==> config.mk <==
export PLATFORM = sky130hd
export DESIGN_NAME = i2c_sw_slave
export DESIGN_NICKNAME = d
export VERILOG_FILES = /design/src/rtl/i2c_sw_slave_pkg.sv /design/src/rtl/i2c_line_sync.sv /design/src/rtl/i2c_bus_cond.sv /design/src/rtl/i2c_sw_slave.sv
export SDC_FILE = /design/constraint.sdc
export NUM_CORES = 1
export LEC_CHECK = 0
export BUFFER_PORTS_ARGS = -buffer_cell sky130_fd_sc_hd__buf_2
export CAP_MARGIN = 40
export CORE_UTILIZATION = 39
export CTS_BUF_LIST = sky130_fd_sc_hd__clkbuf_16
export CTS_CLUSTER_SIZE = 8
export DETAILED_ROUTE_END_ITERATION = 8
export GPL_TIMING_DRIVEN = 0
export MAX_ROUTING_LAYER = met4
export SYNTH_ARGS = -nofsm -noshare
export SYNTH_HDL_FRONTEND = slang
export SYNTH_HIERARCHICAL = 1
export SYNTH_SLANG_ARGS = --single-unit
==> constraint.sdc <==
create_clock -name clk -period 5.2 [get_ports clk]
set_input_delay 0.78 -clock clk [delete_from_list [all_inputs] [get_ports clk]]
set_output_delay 0.78 -clock clk [all_outputs]
set_load 0.01 [all_outputs]
==> src/rtl/i2c_sw_slave_pkg.sv <==
package i2c_sw_slave_pkg;
    localparam int unsigned BYTE_W = 8;
    localparam int unsigned CNT_W  = $clog2(BYTE_W);

    typedef struct packed {
        logic [BYTE_W-1:0] shreg;
        logic [CNT_W-1:0]  cnt;
        logic              samp;
        logic              armed;
        logic              got_rise;
        logic              ack_phase;
        logic              stretch;
        logic              irq;
        logic              nostretch;
    } core_state_t;
endpackage

==> src/rtl/i2c_line_sync.sv <==
module i2c_line_sync #(
    parameter int unsigned STAGES = 2
) (
    input  logic clk,
    input  logic rst_n,
    input  logic line_i,
    output logic sync_o,
    output logic rise_o,
    output logic fall_o
);
    localparam int unsigned W = STAGES + 1;

    logic [W-1:0] chain_d, chain_q;

    always_comb begin
        chain_d = {chain_q[W-2:0], line_i};
    end

    always_ff @(posedge clk or negedge rst_n) begin
        if (!rst_n) chain_q <= '1;
        else        chain_q <= chain_d;
    end

    assign sync_o = chain_q[STAGES-1];
    assign rise_o = chain_q[STAGES-1] & ~chain_q[STAGES];
    assign fall_o = ~chain_q[STAGES-1] & chain_q[STAGES];
endmodule

==> src/rtl/i2c_bus_cond.sv <==
module i2c_bus_cond (
    input  logic scl_sync,
    input  logic sda_rise,
    input  logic sda_fall,
    output logic start_o,
    output logic stop_o
);
    always_comb begin
        start_o = scl_sync & sda_fall;
        stop_o  = scl_sync & sda_rise;
    end
endmodule

==> src/rtl/i2c_sw_slave.sv <==
module i2c_sw_slave
    import i2c_sw_slave_pkg::*;
#(
    parameter int unsigned SYNC_STAGES = 2
) (
    input  logic              clk,
    input  logic              rst_n,
    input  logic              data_wr,
    input  logic [BYTE_W-1:0] data_wdata,
    output logic [BYTE_W-1:0] data_rdata,
    input  logic              ctl_wr,
    input  logic              ctl_nostretch,
    output logic              nostretch_o,
    output logic              irq_o,
    input  logic              scl_in,
    input  logic              sda_in,
    output logic              scl_low_o,
    output logic              sda_low_o
);
    localparam logic [CNT_W-1:0] DATA_LAST = CNT_W'(BYTE_W - 1);

    logic scl_sync, scl_rise, scl_fall;
    logic sda_sync, sda_rise, sda_fall;
    logic start_det, stop_det;

    i2c_line_sync #(.STAGES(SYNC_STAGES)) u_scl_sync (
        .clk(clk), .rst_n(rst_n), .line_i(scl_in),
        .sync_o(scl_sync), .rise_o(scl_rise), .fall_o(scl_fall)
    );

    i2c_line_sync #(.STAGES(SYNC_STAGES)) u_sda_sync (
        .clk(clk), .rst_n(rst_n), .line_i(sda_in),
        .sync_o(sda_sync), .rise_o(sda_rise), .fall_o(sda_fall)
    );

    i2c_bus_cond u_cond (
        .scl_sync(scl_sync), .sda_rise(sda_rise), .sda_fall(sda_fall),
        .start_o(start_det), .stop_o(stop_det)
    );

    core_state_t st_d, st_q;
    logic [CNT_W-1:0] last_bit;

    always_comb begin
        st_d     = st_q;
        last_bit = st_q.ack_phase ? '0 : DATA_LAST;

        // firmware control bit (a START below overrides it)
        if (ctl_wr) st_d.nostretch = ctl_nostretch;

        if (data_wr) begin
            st_d.shreg    = data_wdata;
            st_d.cnt      = '0;
            st_d.armed    = 1'b1;
            st_d.got_rise = 1'b0;
            st_d.stretch  = 1'b0;
            st_d.irq      = 1'b0;
        end else if (st_q.armed) begin
            if (scl_rise) begin
                st_d.samp     = sda_sync;
                st_d.got_rise = 1'b1;
            end
            if (scl_fall && st_q.got_rise) begin
                st_d.shreg    = {st_q.shreg[BYTE_W-2:0], st_q.samp};
                st_d.got_rise = 1'b0;
                if (st_q.cnt == last_bit) begin
                    st_d.cnt       = '0;
                    st_d.armed     = 1'b0;
                    st_d.ack_phase = ~st_q.ack_phase;
                    if (!st_d.nostretch) begin
                        st_d.stretch = 1'b1;
                        st_d.irq     = 1'b1;
                    end
                end else begin
                    st_d.cnt = st_q.cnt + 1'b1;
                end
            end
        end

        if (start_det) begin
            st_d.nostretch = 1'b0;
            st_d.shreg     = '1;
            st_d.cnt       = '0;
            st_d.armed     = 1'b1;
            st_d.got_rise  = 1'b0;
            st_d.stretch   = 1'b0;
            st_d.ack_phase = 1'b0;
        end else if (stop_det) begin
            st_d.cnt       = '0;
            st_d.armed     = 1'b0;
            st_d.got_rise  = 1'b0;
            st_d.stretch   = 1'b0;
            st_d.ack_phase = 1'b0;
        end
    end

    always_ff @(posedge clk or negedge rst_n) begin
        if (!rst_n) begin
            st_q          <= '0;
            st_q.samp     <= 1'b1;
        end else begin
            st_q <= st_d;
        end
    end

    assign data_rdata  = st_q.shreg;
    assign nostretch_o = st_q.nostretch;
    assign irq_o       = st_q.irq;
    assign scl_low_o   = st_q.stretch & ~st_q.nostretch;
    assign sda_low_o   = st_q.armed & ~st_q.shreg[BYTE_W-1];
endmodule

==> insert_results.sql, run 1 <==
INSERT INTO impl_metrics (metric_group, metric, value, unit) VALUES
('logic_synthesis', 'postSynth.topFlopCell', 'dfrtp_1', ''),
('logic_synthesis', 'synthesized_area_fraction_occupied_by_ao_oa_aoi_and_oai_cells', '10.5', '%'),
('logic_synthesis', 'synth.area.mux_share', '1.85', '%'),
('global_routing', 'grt_pass1_vias', '905', ''),
('cells_and_area', 'layout-area-overhead-vs-synth', '21.5', '%'),
('detailed_routing', 'drt-vias-per-instance', '5.19', ''),
('floorplan', 'die_x', '56.4', 'µm'),
('logic_synthesis', 'yosys.area_share.adder', '1.09', '%'),
('placed_design', 'place_congestion', '0.776', ''),
('timing', 'finalCritPeriodShare', '38.8', '%'),
('cts', 'cts_bufs_inserted', '3', ''),
('placed_design', 'port_buffers', '26', ''),
('cts', 'cts_hold_buffers', '0', ''),
('global_routing', 'track_usage', '16.5', '%'),
('logic_synthesis', 'synthXorXnorAreaFrac', '0.760', '%'),
('logic_synthesis', 'ys_types', '30', ''),
('detailed_routing', 'detail_route.drc_violations', '0', ''),
('global_routing', 'grt_first_pass_wirelength', '3950', 'µm'),
('status', 'status', 'finished, final reports clean', ''),
('detailed_routing', 'drt-total-wl', '2290', 'µm'),
('logic_synthesis', 'synth_edf_count', '0', ''),
('global_routing', 'number_of_antenna_violations_at_the_first_check_in_global_routing', '0', ''),
('cts', 'skew_pair_late_insertion_delay', '0.25', 'ns'),
('cts', 'post_cts.resized_instances', '0', ''),
('cts', 'clock-root-buffer', 'clkbuf_16', ''),
('detailed_routing', 'first_pass_iters', '4', ''),
('power_and_ir_drop', 'p_leak', '0.667', 'nW'),
('timing', 'smallest_hold_slack', '0.357', 'ns'),
('timing', 'fin_skew', '0.00338', 'ns'),
('timing', 'worst_slew_margin_rel', '64.1', '%'),
('worst_hold_path', 'hold_path.startpoint', 'u_sda_sync/chain_q[0]$_DFF_PN1_', ''),
('worst_hold_path', 'path_category_of_the_worst_min_delay_check', 'flip-flop to flip-flop', ''),
('floorplan', 'top_level_ports', '27', ''),
('cts', 'cts.path.max_buffers', '2', ''),
('worst_setup_path', 'timing.critical_path.arrival', '2.21', 'ns'),
('cells_and_area', 'design_area', '1400', 'µm²'),
('cts', 'htreeDepth', '1', ''),
('placed_design', 'postPlaceCellArea', '1320', 'µm²'),
('logic_synthesis', 'ys_ff_latch', '24', ''),
('worst_setup_path', 'startpoint', 'u_sda_sync/chain_q[1]$_DFF_PN1_', ''),
('cts', 'cts_setup_buffers', '0', ''),
('detailed_routing', 'routed_wire_length_per_instance', '12.7', 'µm'),
('global_routing', 'grt.overflow.total', '0', ''),
('worst_setup_path', 'worst_r2r_startpoint', 'u_sda_sync/chain_q[1]$_DFF_PN1_', ''),
('logic_synthesis', 'largest_family_of_logic_cells_by_synthesized_area', 'simple AND/OR/NAND/NOR gates', ''),
('logic_synthesis', 'mapped_cell_area', '1150', 'µm²'),
('floorplan', 'floorplan.initialDensity', '41.4', '%'),
('logic_synthesis', 'simple_gate_fraction_of_synth_area', '25.4', '%'),
('cells_and_area', 'n_antenna_cell', '0', ''),
('power_and_ir_drop', 'max-vdd-ir-drop', '221', 'µV'),
('worst_setup_path', 'setup.worst_path.end_class', 'flip-flop', ''),
('logic_synthesis', 'postSynth.asyncResetShare', '100', '%'),
('detailed_routing', 'final_ant_viol_nets', '0', ''),
('worst_setup_path', 'critical_path.max_fanout', '7', ''),
('cts', 'tritoncts', 'done', ''),
('logic_synthesis', 'synth_fp_nets', '135', ''),
('timing', 'setup_viol_count_final', '0', ''),
('logic_synthesis', 'syn-instance-count', '119', ''),
('worst_setup_path', 'crit_type', 'flip-flop to flip-flop', ''),
('timing', 'timing_hold_violations_final', '0', ''),
('power_and_ir_drop', 'power.density', '313', 'nW/µm²'),
('timing', 'finalSetupTns', '0', 'ns'),
('logic_synthesis', 'seq_area_frac_synth', '52.9', '%'),
('timing', 'worst-slew-pin-transition', '0.537', 'ns'),
('timing', 'period_minus_slack', '2.02', 'ns'),
('worst_setup_path', 'worst_setup_path_start_kind', 'flip-flop', ''),
('cells_and_area', 'drive_gt1_share', '34.2', '%'),
('cells_and_area', 'layout.cells.most_common', 'buf_2', ''),
('cts', 'clock-sinks', '24', ''),
('logic_synthesis', 'avgSynthCellArea', '9.68', 'µm²'),
('timing', 'drv_slew', '0', '');
-- final cells by class --
| cell class | count | area, µm² |
|---|---|---|
| Inverter | 2 | 7.51 |
| Timing Repair Buffer | 26 | 130 |
| Fill cell | 279 | 1380 |
| Clock buffer | 3 | 75.1 |
| Buffer | 13 | 78.8 |
| Tap cell | 31 | 38.8 |
| Sequential cell | 24 | 609 |
| Clock inverter | 1 | 3.75 |
| Multi-Input combinational cell | 80 | 457 |
-- path summary, 6_finish.rpt --
check / slack, ns / endpoint / cells past startpoint
min in group asynchronous: 0.49 / data_rdata[2]$_DFFE_PN0P_ / 1
setup reg to reg: 3.18 / st_q[9]$_DFFE_PN0P_ / 6
max in group asynchronous: 4.35 / u_sda_sync/chain_q[2]$_DFF_PN1_ / 1
hold / removal: 0.36 / u_sda_sync/chain_q[1]$_DFF_PN1_ / 0
hold reg to reg: 0.36 / u_sda_sync/chain_q[1]$_DFF_PN1_ / 0
setup / recovery: 3.18 / st_q[9]$_DFFE_PN0P_ / 6
-- cells by family (layout without fill, tap and decap cells) --
group / count (synthesis) / count (layout)
flops: 24 / 24
simple gates: 58 / 58
xor+xnor: 1 / 1
mux: 2 / 2
fa+ha+maj: 1 / 1
compound gates: 18 / 18
buf+inv: 15 / 45
-- critical path, stage by stage (launching register included) --
cell,delay [ns]
dfstp_2,0.55
and2b_2,0.21
and2_1,0.20
or3_1,0.39
clkbuf_1,0.19
nor4_1,0.28
a211o_1,0.14
-- metal layers --
metal	share of wire (%)	routed length [µm]	global-route usage (%)
met1	47	1070	22.0
met2	49	1120	24.8
met3	3.2	73	3.46
met4	1.4	31	6.27
met5	0	0	-
-- where the power goes --
| group | internal (mW) | leakage [nW] | switching, mW |
|---|---|---|---|
| combinational | 0.0295 | 0.350 | 0.0320 |
| clock | 0.103 | 0.0385 | 0.0612 |
| sequential | 0.203 | 0.279 | 0.00997 |
| total | 0.335 | 0.667 | 0.103 |
-- through the flow --
step / cells / power, mW / worst slack, ns / utilization (%)
2_1_floorplan: 119 / 0.253 / 3.39 / -
6_report: 180 / 0.439 / 3.18 / 50.3
4_1_cts: 180 / 0.444 / 3.16 / 50.3
3_5_place_dp: 176 / 0.279 / 3.19 / 47.5
3_3_place_gp: 176 / 0.277 / 3.24 / 47.5
5_1_grt: 180 / 0.463 / 3.04 / 50.3
-- flip-flops by register name (all words and copies together) (netlist names) --
signal and flops:
data_rdata 8, irq_o 1, nostretch_o 1, st_q 8, u_scl_sync/chain_q 3, u_sda_sync/chain_q 3
-- synthesized netlist by cell type (2+ instances only) --
cell type	n	area, µm²
a211o_1	2	17.5
a21oi_1	3	15.0
a31oi_1	10	62.6
and2_1	2	12.5
and2b_2	2	17.5
buf_4	8	60.1
clkbuf_1	4	15.0
dfrtp_1	17	425
dfstp_2	7	184
inv_1	2	7.51
nand2_1	14	52.6
nand2b_1	2	12.5
nand3_1	10	50.1
nor2_1	17	63.8
nor2b_1	3	18.8
nor4_1	2	12.5
(Power assumes the default switching activity.)
==> run 2, diff against run 1 <==
Clock period 5.2 ns to 1.7 ns, I/O delays scaled along.
==> insert_results.sql, run 2 (synthesis gave the netlist of run 1 again) <==
INSERT INTO impl_metrics (metric_group, metric, value, unit) VALUES
('global_routing', 'grt_first_pass_wirelength', '4020', 'µm'),
('timing', 'drv_slew', '0', ''),
('worst_setup_path', 'critPathRequiredTime', '1.84', 'ns'),
('placed_design', 'detailedPlacementHpwl', '1630', 'µm'),
('cells_and_area', 'n_antenna_cell', '0', ''),
('timing', 'worst-slew-pin-transition', '0.527', 'ns'),
('timing', 'timing_hold_violations_final', '0', ''),
('worst_hold_path', 'path_category_of_the_worst_min_delay_check', 'input pin to flip-flop', ''),
('cts', 'skew_pair_late_insertion_delay', '0.26', 'ns'),
('global_routing', 'number_of_antenna_violations_at_the_first_check_in_global_routing', '0', ''),
('power_and_ir_drop', 'final_power', '1.35', 'mW'),
('placed_design', 'place_congestion', '0.747', ''),
('cts', 'clock-root-buffer', 'clkbuf_16', ''),
('status', 'status', 'finished, final reports clean', ''),
('detailed_routing', 'detail_route.drc_violations', '0', ''),
('detailed_routing', 'drt-vias-per-instance', '5.26', ''),
('detailed_routing', 'final_ant_viol_nets', '0', ''),
('power_and_ir_drop', 'p_comb_share', '14.3', '%'),
('worst_setup_path', 'worst_setup_path_start_kind', 'flip-flop', ''),
('cts', 'tritoncts', 'done', ''),
('power_and_ir_drop', 'max-vdd-ir-drop', '639', 'µV'),
('timing', 'rsz0062_at_grt', 'true', ''),
('power_and_ir_drop', 'power.internal', '1.03', 'mW'),
('global_routing', 'track_usage', '17.2', '%'),
('timing', 'finalCritPeriodShare', '97.5', '%'),
('cells_and_area', 'final_net_count', '165', ''),
('detailed_routing', 'initialDrtViolationCount', '38', ''),
('floorplan', 'core_box_area', '2780', 'µm²'),
('worst_setup_path', 'cp_cell_sequence', 'or4b_4 -> nand2_2 -> a311oi_1 -> a211o_1', ''),
('cts', 'clk_pin_slew_worst_paths', '0.06', 'ns'),
('floorplan', 'die_area', '3180', 'µm²'),
('cells_and_area', 'final_core_utilization', '51.5', '%'),
('timing', 'period_minus_slack', '1.66', 'ns'),
('detailed_routing', 'routed-via-count', '942', ''),
('global_routing', 'pin_count_of_the_biggest_net_entering_global_routing', '25', ''),
('worst_setup_path', 'critical-path-top-delay-family', 'simple AND/OR/NAND/NOR gates', ''),
('worst_setup_path', 'crit_buf_inv', '0', ''),
('run', 'maxCapViolCount', '0', ''),
('cells_and_area', 'final.fill_count', '279', ''),
('floorplan', 'number_of_placement_rows', '19', ''),
('timing', 'max_clock_freq', '0.603', 'GHz'),
('cells_and_area', 'layout.cells.most_common', 'buf_2', ''),
('cts', 'cts_bufs_inserted', '3', ''),
('worst_setup_path', 'worst_path_largest_cell_delay', '0.57', 'ns'),
('floorplan', 'floorplan.initialDensity', '41.4', '%'),
('global_routing', 'grt.overflow.total', '0', ''),
('worst_setup_path', 'critical_path.max_fanout', '6', ''),
('floorplan', 'fp.dieH', '56.4', 'µm'),
('cells_and_area', 'layout-area-overhead-vs-synth', '24.3', '%'),
('detailed_routing', 'routed_wire_length_per_instance', '13.1', 'µm'),
('power_and_ir_drop', 'swShare', '23.9', '%'),
('worst_setup_path', 'setup.worst_path.end_class', 'flip-flop', ''),
('timing', 'worst_slew_margin_rel', '64.9', '%'),
('timing', 'fin_skew', '0.00154', 'ns'),
('global_routing', 'grt_pass1_vias', '894', ''),
('cts', 'clock-sinks', '24', ''),
('placed_design', 'port_buffers', '26', ''),
('cells_and_area', 'most-common-layout-cells', 'buf_2 (26), dfrtp_1 (17), nor2_1 (16), nand2_1 (13)', ''),
('power_and_ir_drop', 'p_leak', '0.677', 'nW'),
('floorplan', 'die_x', '56.4', 'µm'),
('cells_and_area', 'drive_gt1_share', '39.9', '%'),
('worst_setup_path', 'crit_type', 'flip-flop to flip-flop', ''),
('power_and_ir_drop', 'power.share.sequential', '48.2', '%'),
('worst_setup_path', 'timing.critical_path.arrival', '1.80', 'ns'),
('power_and_ir_drop', 'power.density', '945', 'nW/µm²'),
('floorplan', 'top_level_ports', '27', ''),
('power_and_ir_drop', 'net_switching_power', '0.323', 'mW'),
('cts', 'cts.path.max_buffers', '2', ''),
('timing', 'setup_viol_count_final', '0', ''),
('power_and_ir_drop', 'clock_power_share', '37.5', '%'),
('cts', 'htreeDepth', '1', ''),
('timing', 'finalSetupTns', '0', 'ns'),
('worst_setup_path', 'slowest_stage', 'or4b_4', ''),
('detailed_routing', 'drt-total-wl', '2350', 'µm'),
('detailed_routing', 'first_pass_iters', '4', '');
[run 2: worst reg2reg max path: stages, from the launching register on]
cell	delay [ns]
dfrtp_1	0.42
or4b_4	0.57
nand2_2	0.16
a311oi_1	0.12
a211o_1	0.28
[run 2: through the flow]
step                      setup WS [ns]  hold WS [ns]  cells  area [µm²]
after global placement          -0.0578         0.271    176        1330
after global routing            -0.0167        0.0802    179        1430
after floorplan                  0.0186       -0.0406    119        1160
after detailed placement        -0.0836         0.276    176        1330
final                            0.0423        0.0921    179        1430
after CTS                      -0.00474        0.0857    180        1420
[run 2: path summary, 6_finish.rpt]
kind / slack, ns / end / depth (start not counted) / startpoint
setup / recovery: 0.04 / st_q[5]$_DFF_PN0_ / 4 / st_q[7]$_DFFE_PN0P_
hold / removal: 0.09 / u_sda_sync/chain_q[0]$_DFF_PN1_ / 1 / sda_in
setup reg to reg: 0.04 / st_q[5]$_DFF_PN0_ / 4 / st_q[7]$_DFFE_PN0P_
hold reg to reg: 0.35 / u_scl_sync/chain_q[1]$_DFF_PN1_ / 0 / u_scl_sync/chain_q[0]$_DFF_PN1_
max in group asynchronous: 0.83 / u_scl_sync/chain_q[2]$_DFF_PN1_ / 2 / rst_n
min in group asynchronous: 0.51 / st_q[9]$_DFFE_PN0P_ / 2 / rst_n
[run 2: area by class of cell]
type	count	area (µm²)	share of cell area, %
sequential	24	609	42.5
inverter	2	7.51	0.524
multi-input combinational	80	482	33.6
clock buffer	3	75.1	5.24
buffer	11	76.3	5.33
tap	31	38.8	2.71
clock inverter	1	3.75	0.262
timing repair buffer	27	140	9.78
[run 2: power by group through the flow]
stage / Sequential (mW) / Clock (mW) / Combinational [mW]
floorplan: 0.656 / 0 / 0.120
global placement: 0.660 / 0 / 0.189
detailed placement: 0.662 / 0 / 0.193
CTS: 0.653 / 0.525 / 0.197
global route: 0.659 / 0.547 / 0.217
finish: 0.653 / 0.507 / 0.194
[run 2: what timing repair did]
action                     CTS  global route
gates resized for setup      4             5
setup buffers                0             0
cloned                       0             0
setup endpoints to repair    9            10
pin swaps                    0             1
hold buffers                 1             0
hold endpoints to repair     7             0
[run 2: metal layers]
| layer | part of all wire, % | track usage [%] | up-vias |
|---|---|---|---|
| met1 | 45 | 21.8 | 453 |
| li1 | - | - | 460 |
| met5 | 0 | - | - |
| met3 | 4.1 | 3.69 | 6 |
| met4 | 2.5 | 10.5 | 0 |
| met2 | 48 | 25.3 | 23 |
==> run 3, diff against run 2 <==
Settings changed: PLACE_DENSITY set to 0.67.
==> insert_results.sql, run 3 (synthesis gave the netlist of run 1 again) <==
INSERT INTO impl_metrics (metric_group, metric, value, unit) VALUES
('placed_design', 'port_buffers', '26', ''),
('timing', 'finalWorstSetupSlack', '0.0287', 'ns'),
('detailed_routing', 'initialDrtViolationCount', '17', ''),
('cells_and_area', 'most-common-layout-cells', 'buf_2 (27), dfrtp_1 (17), nor2_1 (16), nand2_1 (13)', ''),
('power_and_ir_drop', 'p_leak', '0.690', 'nW'),
('cts', 'clk_pin_slew_worst_paths', '0.06', 'ns'),
('timing', 'drv_slew', '0', ''),
('detailed_routing', 'drt-vias-per-instance', '5.23', ''),
('cts', 'cts.path.max_buffers', '2', ''),
('detailed_routing', 'routed_wire_length_per_instance', '12.8', 'µm'),
('worst_setup_path', 'timing.critical_path.arrival', '1.87', 'ns'),
('worst_setup_path', 'critPathRequiredTime', '1.90', 'ns'),
('worst_hold_path', 'path_category_of_the_worst_min_delay_check', 'input pin to flip-flop', ''),
('detailed_routing', 'first_pass_iters', '4', ''),
('timing', 'finalCritPeriodShare', '98.3', '%'),
('detailed_routing', 'routed-via-count', '942', ''),
('timing', 'worst_slew_margin_rel', '64.9', '%'),
('cts', 'cts_setup_buffers', '0', ''),
('placed_design', 'place_congestion', '0.795', ''),
('floorplan', 'top_level_ports', '27', ''),
('cells_and_area', 'layout-area-overhead-vs-synth', '27.9', '%'),
('worst_setup_path', 'slowest_stage', 'dfstp_2', ''),
('detailed_routing', 'met2WireLength', '1160', 'µm'),
('cts', 'htreeDepth', '1', ''),
('cts', 'clock-root-buffer', 'clkbuf_16', ''),
('detailed_routing', 'dr_wl_met3', '76', 'µm'),
('cts', 'clock-sinks', '24', ''),
('cts', 'skew_pair_late_insertion_delay', '0.26', 'ns'),
('detailed_routing', 'drt-total-wl', '2300', 'µm'),
('global_routing', 'number_of_antenna_violations_at_the_first_check_in_global_routing', '0', ''),
('timing', 'rsz0062_at_grt', 'true', ''),
('cts', 'cts_bufs_inserted', '3', ''),
('timing', 'timing_hold_violations_final', '0', ''),
('global_routing', 'grt_pass1_vias', '869', ''),
('worst_setup_path', 'worst_path_largest_cell_delay', '0.54', 'ns'),
('cts', 'tritoncts', 'done', ''),
('global_routing', 'pin_count_of_the_biggest_net_entering_global_routing', '25', ''),
('placed_design', 'pre_cts_ws', '-0.168', 'ns'),
('worst_setup_path', 'worst_setup_path_start_kind', 'flip-flop', ''),
('worst_setup_path', 'cp_cell_sequence', 'and2b_2 -> and2_4 -> or3_4 -> nor4_2 -> a211o_1', ''),
('detailed_routing', 'wl_met1', '1060', 'µm'),
('power_and_ir_drop', 'power.density', '1030', 'nW/µm²'),
('timing', 'finalSetupTns', '0', 'ns'),
('timing', 'fin_skew', '0.00536', 'ns'),
('global_routing', 'grt_first_pass_wirelength', '4010', 'µm'),
('floorplan', 'die_x', '56.4', 'µm'),
('run', 'maxCapViolCount', '0', ''),
('timing', 'worst-slew-pin-transition', '0.527', 'ns'),
('floorplan', 'number_of_placement_rows', '19', ''),
('worst_setup_path', 'setup.worst_path.end_class', 'flip-flop', ''),
('floorplan', 'die_area', '3180', 'µm²'),
('power_and_ir_drop', 'max-vdd-ir-drop', '911', 'µV'),
('worst_setup_path', 'critical_path.max_fanout', '7', ''),
('timing', 'max_clock_freq', '0.598', 'GHz'),
('global_routing', 'track_usage', '16.5', '%'),
('global_routing', 'grt.overflow.total', '0', ''),
('placed_design', 'detailedPlacementHpwl', '1670', 'µm'),
('cells_and_area', 'n_antenna_cell', '0', ''),
('cells_and_area', 'layout.cells.most_common', 'buf_2', ''),
('detailed_routing', 'final_ant_viol_nets', '0', ''),
('floorplan', 'core_box_area', '2780', 'µm²'),
('timing', 'period_minus_slack', '1.67', 'ns'),
('detailed_routing', 'routed.top_layer', 'met4', ''),
('cells_and_area', 'drive_gt1_share', '40.3', '%'),
('floorplan', 'floorplan.initialDensity', '41.4', '%'),
('worst_setup_path', 'crit_type', 'flip-flop to flip-flop', ''),
('detailed_routing', 'detail_route.drc_violations', '0', ''),
('floorplan', 'fp.dieH', '56.4', 'µm'),
('cells_and_area', 'final_net_count', '166', ''),
('status', 'status', 'finished, final reports clean', ''),
('timing', 'setup_viol_count_final', '0', '');
run 3: repair_timing:
item,CTS,global route
hold buffers,1,0
hold endpoints to repair,17,0
resized for setup,7,3
setup endpoints to repair,10,10
run 3: final timing paths:
check,start,endpoint,slack [ns],cells after the start
min in group asynchronous,rst_n,data_rdata[4]$_DFFE_PN0P_,0.50,2
max reg2reg,u_sda_sync/chain_q[1]$_DFF_PN1_,st_q[9]$_DFFE_PN0P_,0.03,5
min reg2reg,u_scl_sync/chain_q[0]$_DFF_PN1_,u_scl_sync/chain_q[1]$_DFF_PN1_,0.36,0
max in group asynchronous,rst_n,st_q[6]$_DFFE_PN1P_,0.83,2
min,sda_in,u_sda_sync/chain_q[0]$_DFF_PN1_,0.09,1
max,u_sda_sync/chain_q[1]$_DFF_PN1_,st_q[9]$_DFFE_PN0P_,0.03,5
run 3: where the power goes:
group	switching [mW]	internal (mW)
Combinational	0.0982	0.0944
Clock	0.203	0.468
Sequential	0.0315	0.622
Total	0.333	1.18
run 3: critical path, delay by kind of cell (launching register included):
family	cells	cell delay, ns
and+or+nand+nor	4	0.95
DFF	1	0.54
AOI/OAI and AO/OA	1	0.13
run 3: per-layer routing:
| metal | vias up | global-route usage (%) |
|---|---|---|
| li1 | 462 | - |
| met1 | 466 | 21.1 |
| met2 | 12 | 26.0 |
| met3 | 2 | 4.38 |
| met4 | 0 | 4.18 |
| met5 | - | - |
run 3: through the flow:
| step | hold slack [ns] | area [µm²] | util, % | std cells | total power, mW |
|---|---|---|---|---|---|
| 6_report | 0.0932 | 1470 | 53.0 | 180 | 1.52 |
| 5_1_grt | 0.0823 | 1470 | 53.0 | 180 | 1.58 |
| 4_1_cts | 0.0887 | 1470 | 52.7 | 180 | 1.53 |
| 3_5_place_dp | 0.263 | 1330 | 47.6 | 176 | 0.854 |
| 3_3_place_gp | 0.260 | 1330 | 47.6 | 176 | 0.848 |
| 2_1_floorplan | -0.0406 | 1160 | - | 119 | 0.776 |
run 3: final cells by class:
cell class                 count  area (µm²)
buffer                        12        77.6
clock buffer                   3        75.1
clock inverter                 1        30.0
fill                         268        1310
inverter                       2        7.51
multi-input combinational     80         495
sequential                    24         609
tap                           31        38.8
timing repair buffer          27         140
